--- config.mk ---
export PLATFORM = sky130hd
export DESIGN_NAME = sram_wr_ctrl
export DESIGN_NICKNAME = d
export VERILOG_FILES = /design/src/rtl/sram_wr_pkg.sv /design/src/rtl/wait_sync.sv /design/src/rtl/strobe_window.sv /design/src/rtl/wr_sequencer.sv /design/src/rtl/sram_wr_ctrl.sv
export SDC_FILE = /design/constraint.sdc
export NUM_CORES = 1
export LEC_CHECK = 0
export BUFFER_PORTS_ARGS = -buffer_cell sky130_fd_sc_hd__buf_2
export CAP_MARGIN = 20
export CORE_MARGIN = 3
export CORE_UTILIZATION = 45
export DETAILED_ROUTE_END_ITERATION = 10
export GPL_ROUTABILITY_DRIVEN = 0
export PLACE_DENSITY = 0.78
export SETUP_SLACK_MARGIN = 0.05
export SLEW_MARGIN = 20
export SYNTH_ARGS = -nofsm -noshare
export SYNTH_HDL_FRONTEND = slang
export SYNTH_SLANG_ARGS = --single-unit
--- constraint.sdc ---
create_clock -name clk -period 5.3 [get_ports clk]
set_input_delay 0.265 -clock clk [delete_from_list [all_inputs] [get_ports clk]]
set_output_delay 0.265 -clock clk [all_outputs]
set_load 0.02 [all_outputs]
--- src/rtl/sram_wr_pkg.sv ---
package sram_wr_pkg;
    typedef enum logic [1:0] {
        WM_OFF    = 2'b00,
        WM_RSV_A  = 2'b01,
        WM_FROZEN = 2'b10,
        WM_RSV_B  = 2'b11
    } wait_mode_e;

    localparam int N_STROBES = 2;
    localparam int STB_CS    = 0;
    localparam int STB_WE    = 1;
endpackage

--- src/rtl/wait_sync.sv ---
module wait_sync #(
    parameter int STAGES = 2
) (
    input  logic clk,
    input  logic rst_n,
    input  logic wait_n,
    output logic wait_s_n
);
    logic [STAGES-1:0] sh_d, sh_q;

    always_comb begin
        sh_d = {sh_q[STAGES-2:0], wait_n};
    end

    always_ff @(posedge clk or negedge rst_n) begin
        if (!rst_n) sh_q <= '1;
        else        sh_q <= sh_d;
    end

    assign wait_s_n = sh_q[STAGES-1];

    // a synchronized low appears only after the pin was low two edges earlier
    p_sync_lag_r5: assert property (@(posedge clk) disable iff (!rst_n)
        $fell(wait_s_n) |-> !$past(wait_n, 2));
endmodule

--- src/rtl/strobe_window.sv ---
module strobe_window #(
    parameter int CW = 5
) (
    input  logic          active,
    input  logic [CW-1:0] cyc,
    input  logic [CW-1:0] setup,
    input  logic [CW-1:0] pulse,
    output logic          in_pulse,
    output logic          strobe_n
);
    logic [CW:0] stop_at;
    logic [CW:0] cyc_w;

    always_comb begin
        stop_at  = {1'b0, setup} + {1'b0, pulse};
        cyc_w    = {1'b0, cyc};
        in_pulse = active && (cyc_w >= {1'b0, setup}) && (cyc_w < stop_at);
        strobe_n = !in_pulse;
    end
endmodule

--- src/rtl/wr_sequencer.sv ---
module wr_sequencer
    import sram_wr_pkg::*;
#(
    parameter int AW = 8,
    parameter int DW = 16,
    parameter int NB = 2,
    parameter int CW = 5
) (
    input  logic          clk,
    input  logic          rst_n,
    input  logic          start,
    input  logic [AW-1:0] addr_in,
    input  logic [DW-1:0] data_in,
    input  logic [NB-1:0] be_in,
    input  logic [1:0]    wait_mode,
    input  logic          wr_mode,
    input  logic [CW-1:0] cycle_len,
    input  logic          wait_s_n,
    input  logic          cs_win,
    input  logic          we_win,
    output logic          busy,
    output logic [CW-1:0] cyc,
    output logic          freeze,
    output logic [AW-1:0] addr_q,
    output logic [DW-1:0] data_q,
    output logic [NB-1:0] be_q,
    output logic          done
);
    typedef struct packed {
        logic          active;
        logic [CW-1:0] cyc;
        logic [AW-1:0] addr;
        logic [DW-1:0] data;
        logic [NB-1:0] be;
        logic          done;
    } seq_t;

    seq_t st_d, st_q;
    logic [CW-1:0] last_idx;
    logic          window;
    logic          hold;

    always_comb begin
        last_idx = (cycle_len == '0) ? '0 : cycle_len - 1'b1;
        window   = wr_mode ? we_win : cs_win;
        hold     = st_q.active && (wait_mode_e'(wait_mode) == WM_FROZEN)
                   && !wait_s_n && window;

        st_d      = st_q;
        st_d.done = 1'b0;
        if (!st_q.active) begin
            if (start) begin
                st_d.active = 1'b1;
                st_d.cyc    = '0;
                st_d.addr   = addr_in;
                st_d.data   = data_in;
                st_d.be     = be_in;
            end
        end else if (!hold) begin
            if (st_q.cyc == last_idx) begin
                st_d.active = 1'b0;
                st_d.done   = 1'b1;
            end else begin
                st_d.cyc = st_q.cyc + 1'b1;
            end
        end
    end

    always_ff @(posedge clk or negedge rst_n) begin
        if (!rst_n) st_q <= '0;
        else        st_q <= st_d;
    end

    assign busy   = st_q.active;
    assign cyc    = st_q.cyc;
    assign freeze = hold;
    assign addr_q = st_q.addr;
    assign data_q = st_q.data;
    assign be_q   = st_q.be;
    assign done   = st_q.done;

    // done never lasts two cycles
    p_done_pulse_r4: assert property (@(posedge clk) disable iff (!rst_n)
        done |=> !done);
    // a frozen cycle keeps the access alive at the same index
    p_resume_r7: assert property (@(posedge clk) disable iff (!rst_n)
        freeze |=> busy && $stable(cyc));
endmodule

--- src/rtl/sram_wr_ctrl.sv ---
module sram_wr_ctrl
    import sram_wr_pkg::*;
#(
    parameter int AW = 8,
    parameter int DW = 16,
    parameter int NB = 2,
    parameter int CW = 5,
    parameter int SYNC_STAGES = 2
) (
    input  logic          clk,
    input  logic          rst_n,
    input  logic          start,
    input  logic [AW-1:0] addr_in,
    input  logic [DW-1:0] data_in,
    input  logic [NB-1:0] be_in,
    input  logic [1:0]    wait_mode,
    input  logic          wr_mode,
    input  logic [CW-1:0] cs_setup,
    input  logic [CW-1:0] cs_pulse,
    input  logic [CW-1:0] we_setup,
    input  logic [CW-1:0] we_pulse,
    input  logic [CW-1:0] cycle_len,
    input  logic          wait_n,
    output logic          cs_n,
    output logic          we_n,
    output logic [AW-1:0] addr_out,
    output logic [DW-1:0] data_out,
    output logic [NB-1:0] be_n,
    output logic          done
);
    logic          wait_s_n;
    logic          busy;
    logic          freeze;
    logic [CW-1:0] cyc;
    logic [NB-1:0] be_q;
    logic [CW-1:0] stb_setup [N_STROBES];
    logic [CW-1:0] stb_pulse [N_STROBES];
    logic [N_STROBES-1:0] stb_win;
    logic [N_STROBES-1:0] stb_n;

    assign stb_setup[STB_CS] = cs_setup;
    assign stb_pulse[STB_CS] = cs_pulse;
    assign stb_setup[STB_WE] = we_setup;
    assign stb_pulse[STB_WE] = we_pulse;

    wait_sync #(.STAGES(SYNC_STAGES)) u_sync (
        .clk      (clk),
        .rst_n    (rst_n),
        .wait_n   (wait_n),
        .wait_s_n (wait_s_n)
    );

    for (genvar g = 0; g < N_STROBES; g++) begin : g_stb
        strobe_window #(.CW(CW)) u_win (
            .active   (busy),
            .cyc      (cyc),
            .setup    (stb_setup[g]),
            .pulse    (stb_pulse[g]),
            .in_pulse (stb_win[g]),
            .strobe_n (stb_n[g])
        );
    end

    wr_sequencer #(.AW(AW), .DW(DW), .NB(NB), .CW(CW)) u_seq (
        .clk       (clk),
        .rst_n     (rst_n),
        .start     (start),
        .addr_in   (addr_in),
        .data_in   (data_in),
        .be_in     (be_in),
        .wait_mode (wait_mode),
        .wr_mode   (wr_mode),
        .cycle_len (cycle_len),
        .wait_s_n  (wait_s_n),
        .cs_win    (stb_win[STB_CS]),
        .we_win    (stb_win[STB_WE]),
        .busy      (busy),
        .cyc       (cyc),
        .freeze    (freeze),
        .addr_q    (addr_out),
        .data_q    (data_out),
        .be_q      (be_q),
        .done      (done)
    );

    assign cs_n = stb_n[STB_CS];
    assign we_n = stb_n[STB_WE];
    assign be_n = busy ? ~be_q : '1;

    // bus strobes idle high outside an access
    p_idle_high_r1: assert property (@(posedge clk) disable iff (!rst_n)
        !busy |-> cs_n && we_n && (&be_n));
    // every bus output holds across a frozen cycle
    p_freeze_hold_r6: assert property (@(posedge clk) disable iff (!rst_n)
        freeze |=> $stable(cs_n) && $stable(we_n) && $stable(be_n)
                   && $stable(addr_out) && $stable(data_out));
    // a freeze happens only while the selected strobe is low
    p_window_r8: assert property (@(posedge clk) disable iff (!rst_n)
        freeze |-> (wr_mode ? !we_n : !cs_n));
    // captured address does not move during an access
    p_addr_stable_r2: assert property (@(posedge clk) disable iff (!rst_n)
        busy && $past(busy) |-> $stable(addr_out) && $stable(data_out));
endmodule

After elaboration in Yosys (flattened, before gate mapping)
Index checks and enable logic that the tools add are counted.
W data, S select, Z words.
{"block": "totals", "out_inout_bits": 29, "register_bits": 35, "elab_cells": 46, "inputBits": 58}
{"block": "op_classes", "n_bitwise": 2, "n_addsub": 4, "order_cmp": 4, "mux": 11, "reduce_logical": 14, "n_eq_ne": 4}
{"cell": "$mux W32", "n": 1}
{"cell": "$add A5 B5 Y6", "n": 2}
{"cell": "$lt A5 B6 Y1", "n": 2}
{"cell": "$mux W6", "n": 2}
{"cell": "$ge A5 B5 Y1", "n": 2}
{"cell": "$mux W5", "n": 2}
{"cell": "$logic_and A1 B1 Y1", "n": 7}
{"cell": "$add A5 B1 Y5 const B", "n": 1}
{"cell": "$eq A5 B5 Y1", "n": 1}
{"cell": "$logic_not A5 Y1", "n": 1}
{"cell": "$mux W1", "n": 5}
{"cell": "$sub A5 B1 Y5 const B", "n": 1}
{"cell": "$ne A2 B2 Y1 const B", "n": 2}
{"cell": "$logic_not A1 Y1", "n": 3}
{"cell": "$reduce_and A3 Y1", "n": 1}
{"cell": "$eq A2 B2 Y1 const B", "n": 1}
{"cell": "$mux W2", "n": 1}
{"cell": "$not A2 Y2", "n": 1}
{"cell": "$reduce_and A2 Y1", "n": 1}
{"cell": "$reduce_bool A2 Y1", "n": 1}
{"cell": "$not A1 Y1", "n": 1}

Longest topological paths before layout
{"block": "depth", "depth_word": 7, "depth_mapped": 15, "ltp_nobuf": 15}

Hierarchy
Synthesis repeated with hierarchy kept, for this count alone.
{"block": "hier_totals", "cells_unflattened": 217, "hier_area_um2": 2373.5}
{"mod": "wr_sequencer", "cells_each": 117, "area_each_um2": 1527.7, "instances": 1, "seq_area_each_um2": 825.8}
{"mod": "strobe_window", "cells_each": 48, "area_each_um2": 392.9, "instances": 2, "seq_area_each_um2": 0.0}
{"mod": "wait_sync", "cells_each": 2, "area_each_um2": 52.6, "instances": 1, "seq_area_each_um2": 52.6}
{"mod": "sram_wr_ctrl", "cells_each": 2, "area_each_um2": 7.5, "instances": 1, "seq_area_each_um2": 0.0}

Worst setup path after synthesis
Ideal clock, no wire load.
{"block": "synth_path", "path_kind": "input-to-reg", "from": "in cs_setup[0]", "to": "reg u_seq.st_q (netlist bit u_seq.cyc[3])", "setup_slack_ps": 2274, "required_ps": 5213, "path_stages": 15, "setup_time_ps": 87, "path_buffers": 0, "t_arrival_ps": 2940, "path_cell_list": "ha_1 -> inv_1 -> fa_1 -> inv_1 -> a21o_1 -> a21oi_1 -> xor2_1 -> ha_1 -> nor2_1 -> a211oi_1 -> o21ai_0 -> o211ai_1 -> o22ai_2 -> or4_1 -> o211ai_1"}
{"block": "synth_between", "elab_chain_len": 7, "word_cells_on_any_way": 9, "classes_between": "add/sub: 1; order compare: 2; eq/ne: 1; mux: 1; reduce/logical: 4"}
{"item": "from (decl)", "line_no": "sram_wr_ctrl.sv:18", "rtl": "input logic [CW-1:0] cs_setup,"}
{"item": "$add A5 B5 Y6 / $ge A5 B5 Y1 (equally long branches)", "line_no": "strobe_window.sv:15, strobe_window.sv:17"}
{"item": "$lt A5 B6 Y1 / $logic_and A1 B1 Y1 (equally long branches)", "line_no": "strobe_window.sv:17", "rtl": "in_pulse = active && (cyc_w >= {1'b0, setup}) && (cyc_w < stop_at);"}
{"item": "$logic_and A1 B1 Y1 *", "line_no": "strobe_window.sv:17"}
{"item": "$mux W1 *", "line_no": "wr_sequencer.sv:45", "rtl": "window = wr_mode ? we_win : cs_win;"}
{"item": "$logic_and A1 B1 Y1 *", "line_no": "wr_sequencer.sv:47", "rtl": "&& !wait_s_n && window;"}
{"item": "$ne A2 B2 Y1 (no line) *"}
{"item": "$reduce_and A3 Y1 (no line) *"}
{"item": "to (signal assigned)", "line_no": "wr_sequencer.sv:71", "rtl": "else st_q <= st_d;"}
{"item": "to (decl)", "line_no": "wr_sequencer.sv:38", "rtl": "seq_t st_d, st_q;"}
Every way passes the cells marked *; elsewhere a longest branch is shown, timed or not.
A chain may end at the register's enable or synchronous reset.

Worst setup path in the final report
Ends and elaborated chain as after synthesis.

==> qor.txt <==
Tot GR Track Use: 19.19%
cell type with the largest total area after synthesis: dfrtp_1
slowest stage cell, crit path: or4_1
top cells by area, synth: dfrtp_1 (35%), ha_1 (16%), nand2_1 (14%), inv_1 (3.3%), dfstp_2 (2.2%)
Syn Area/Cell: 8.690 um^2
DIE WIDTH: 78.74 um
CP delay by family, top: compound AO/OA/AOI/OAI gates
critical-path cell list: buf_2, ha_1, inv_1, fa_1, inv_1, a21o_1, a21oi_1, xor2_1, ha_1, nor2_1, a211oi_1, o21ai_0, o211ai_1, o22ai_2, or4_1, o211ai_1
Reg clk slew, reported paths: 0.07 ns
Pwr Density: 492.0 nW/um^2
Critical Path Fanout Max: 5
count leader, synth: nand2_1
cells after synthesis: 274
Leak: 1.681 nW
Critical Path Sink Type: register
skew final: 0.001704 ns
via/cell ratio: 5.000
clock root buffer: clkbuf_8
Routed Wire Length: 5.508 mm
register area share after synthesis: 36.89%
Mapped Nets: 364
antenna-violating nets left: 0
max_cap viols: 0
first-pass GRT wire length: 9.411 mm
most frequent cells after synthesis: nand2_1 (87), dfrtp_1 (33), ha_1 (30), inv_1 (21), a21oi_1 (10)
Final Hold Vio Count: 0
DR WL/cell: 12.87 um
outcome: finished, final reports clean
Critical Path RT: 5.50 ns
Setup WS post-layout: 2.476 ns
min cycle time layout: 2.824 ns
Post-synth ARST share: 100.0%
setup repair after global routing missed its margin: no
layout cell share with drive strength beyond 1: 29.09%
vias in the first global route: 2090
Remaining Overflow, GRT: 0
Synth Flop Type: dfrtp_1
combinational power share: 49.3%
crit-path max cell delay: 0.49 ns
period utilization: 53.28%
worst vdd ir: 0.2575 mV
Pint: 0.0008300 W
drt first pass iters: 4
register area: 878.3 um^2
WP buf/inv: 3
share of total power in sequential cells: 33.9%
Post-DP HPWL: 4.230 mm
Port Buf Inserts: 86
Setup Total Neg Slack: 0 ns
CTS tree: yes
Hold Crit Class: in -> async
Die Height: 78.74 um
dpl ws: 2.217 ns
Yosys top cell area share: 34.68%
Max Slew Vio Count: 0
FF+latch count, synth: 35
Total Nets Final: 450
Slew @ Worst Pin: 0.7615 ns
Arr. time, crit path: 3.03 ns
Setup violations, final: 0
postcts setup bufs: 0
largest net degree at the start of global routing: 36
WS Path Type: in -> reg
Psw: 0.0006339 W
Worst-Skew Late Latency: 0.28 ns
Cell Rows: 25
critical path startpoint category: input port
area of the multi-input gates: 1379 um^2
CTS buffer count: 5
I/O pins: 87
die area: 6200 um^2
clk sinks: 35
cts repair resizes: 0
Sw Share: 43.30%
via count: 2140
1st-iter DRT viols: 104
# DRC: 0
initial antenna violation count: 0
Distinct cells, synth: 45
fill cell count: 426
n_diodes: 0
Core Util, Final: 60.59%
Initial Util: 48.48%
Yosys warnings: 0
Slew headroom: 49.23%
Core ar.: 4911 um^2
total chip power: 0.001464 W
Hold Buf Count CTS: 0
synthesized cell area: 2381 um^2
Post-synth EDFFs: 0
fmax: 0.3541 GHz
Longest Clk Path Bufs: 2
P&R area growth vs syn: 24.96%
Clk pwr share: 16.8%
CTS H-tree depth: 2
==> cells by family after synthesis <==
kind of cell / count (synthesis) / share of synthesized area [%]
simple gates: 124 / 24.17
compound gates: 44 / 12.61
flops: 35 / 36.89
fa+ha+maj: 32 / 17.45
buf+inv: 29 / 5.202
xor+xnor: 10 / 3.678
==> power by group through the flow <==
stage / Clock [W] / Sequential (W) / Combinational [W]
floorplan: 0 / 0.000570 / 0.000428
global placement: 0 / 0.000498 / 0.000698
detailed placement: 0 / 0.000499 / 0.000728
CTS: 0.000254 / 0.000497 / 0.000730
global route: 0.000270 / 0.000518 / 0.000814
finish: 0.000246 / 0.000496 / 0.000722
==> path summary, 6_finish.rpt <==
kind                       depth (start not counted)  slack (ns)              end            from
setup reg to reg                                   9        2.88     u_seq.cyc[3]    u_seq.cyc[0]
setup / recovery                                  16        2.48     u_seq.cyc[3]     cs_setup[0]
hold / removal                                     1        0.05  u_seq.addr_q[2]           rst_n
min in group clk                                   1        0.07   u_sync.sh_q[0]          wait_n
max in group asynchronous                          1        4.76  u_seq.addr_q[0]           rst_n
hold reg to reg                                    0        0.36   u_sync.sh_q[1]  u_sync.sh_q[0]
==> layout by cell type, fill, tap and decap left out, drive strengths merged, types with 2 or more instances in the layout <==
master  synthesis  final
o221ai          2      2
a21o            6      6
nand2          87     87
inv            21     21
xor2            6      6
nor4            2      2
nand2b          6      6
dfstp           2      2
a21oi          10     10
nor2b           3      3
xnor2           4      4
fa              2      2
a211oi          4      4
buf             2     87
nor2            7      7
ha             30     30
o21ai           9      9
clkbuf          6      6
dfrtp          33     33
nand3           4      4
nand4           2      2
or3             2      2
and2            2      2
o211ai          2      2
a31oi           3      3
==> worst reg2reg max path: stages, from the launching register on <==
cell and delay [ns]:
dfrtp_1 0.57, inv_1 0.12, ha_1 0.28, nand2b_1 0.15, a31oi_1 0.18, o21ai_0 0.14
o211ai_1 0.16, o22ai_2 0.15, or4_1 0.49, o211ai_1 0.11
==> layer usage <==
metal,track usage (%),part of all wire [%],vias to the layer above
met5,0,0,-
met4,7.343,1.8,0
met3,6.689,6.8,11
met2,32.00,49,54
met1,22.70,42,983
li1,-,-,1092
==> state kept, by name, summed over array words and instances, names as in the netlist <==
register,count
u_seq.busy,1
u_sync.sh_q,2
u_seq.be_q,2
u_seq.cyc,5
u_seq.data_q,16
u_seq.addr_q,8
u_seq.done,1
==> final cells by class <==
cell class              instances  share of cell area, %
multi-input cells             210                  46.34
flip-flops and latches         35                  29.52
repair buffers                 87                  14.72
well taps                      67                  2.817
clock buffers                   6                  2.775
inverters                      21                  2.649
clock inverters                 2                  1.177
==> through the flow <==
step	cells	area, um^2	hold WS, ns
6_report	428	2975	0.04666
5_1_grt	428	2975	0.04931
3_5_place_dp	420	2858	0.3484
2_1_floorplan	274	2381	-0.03059
4_1_cts	428	2975	0.05803
3_3_place_gp	420	2858	0.3463
Power figures use the tool's default switching activity.
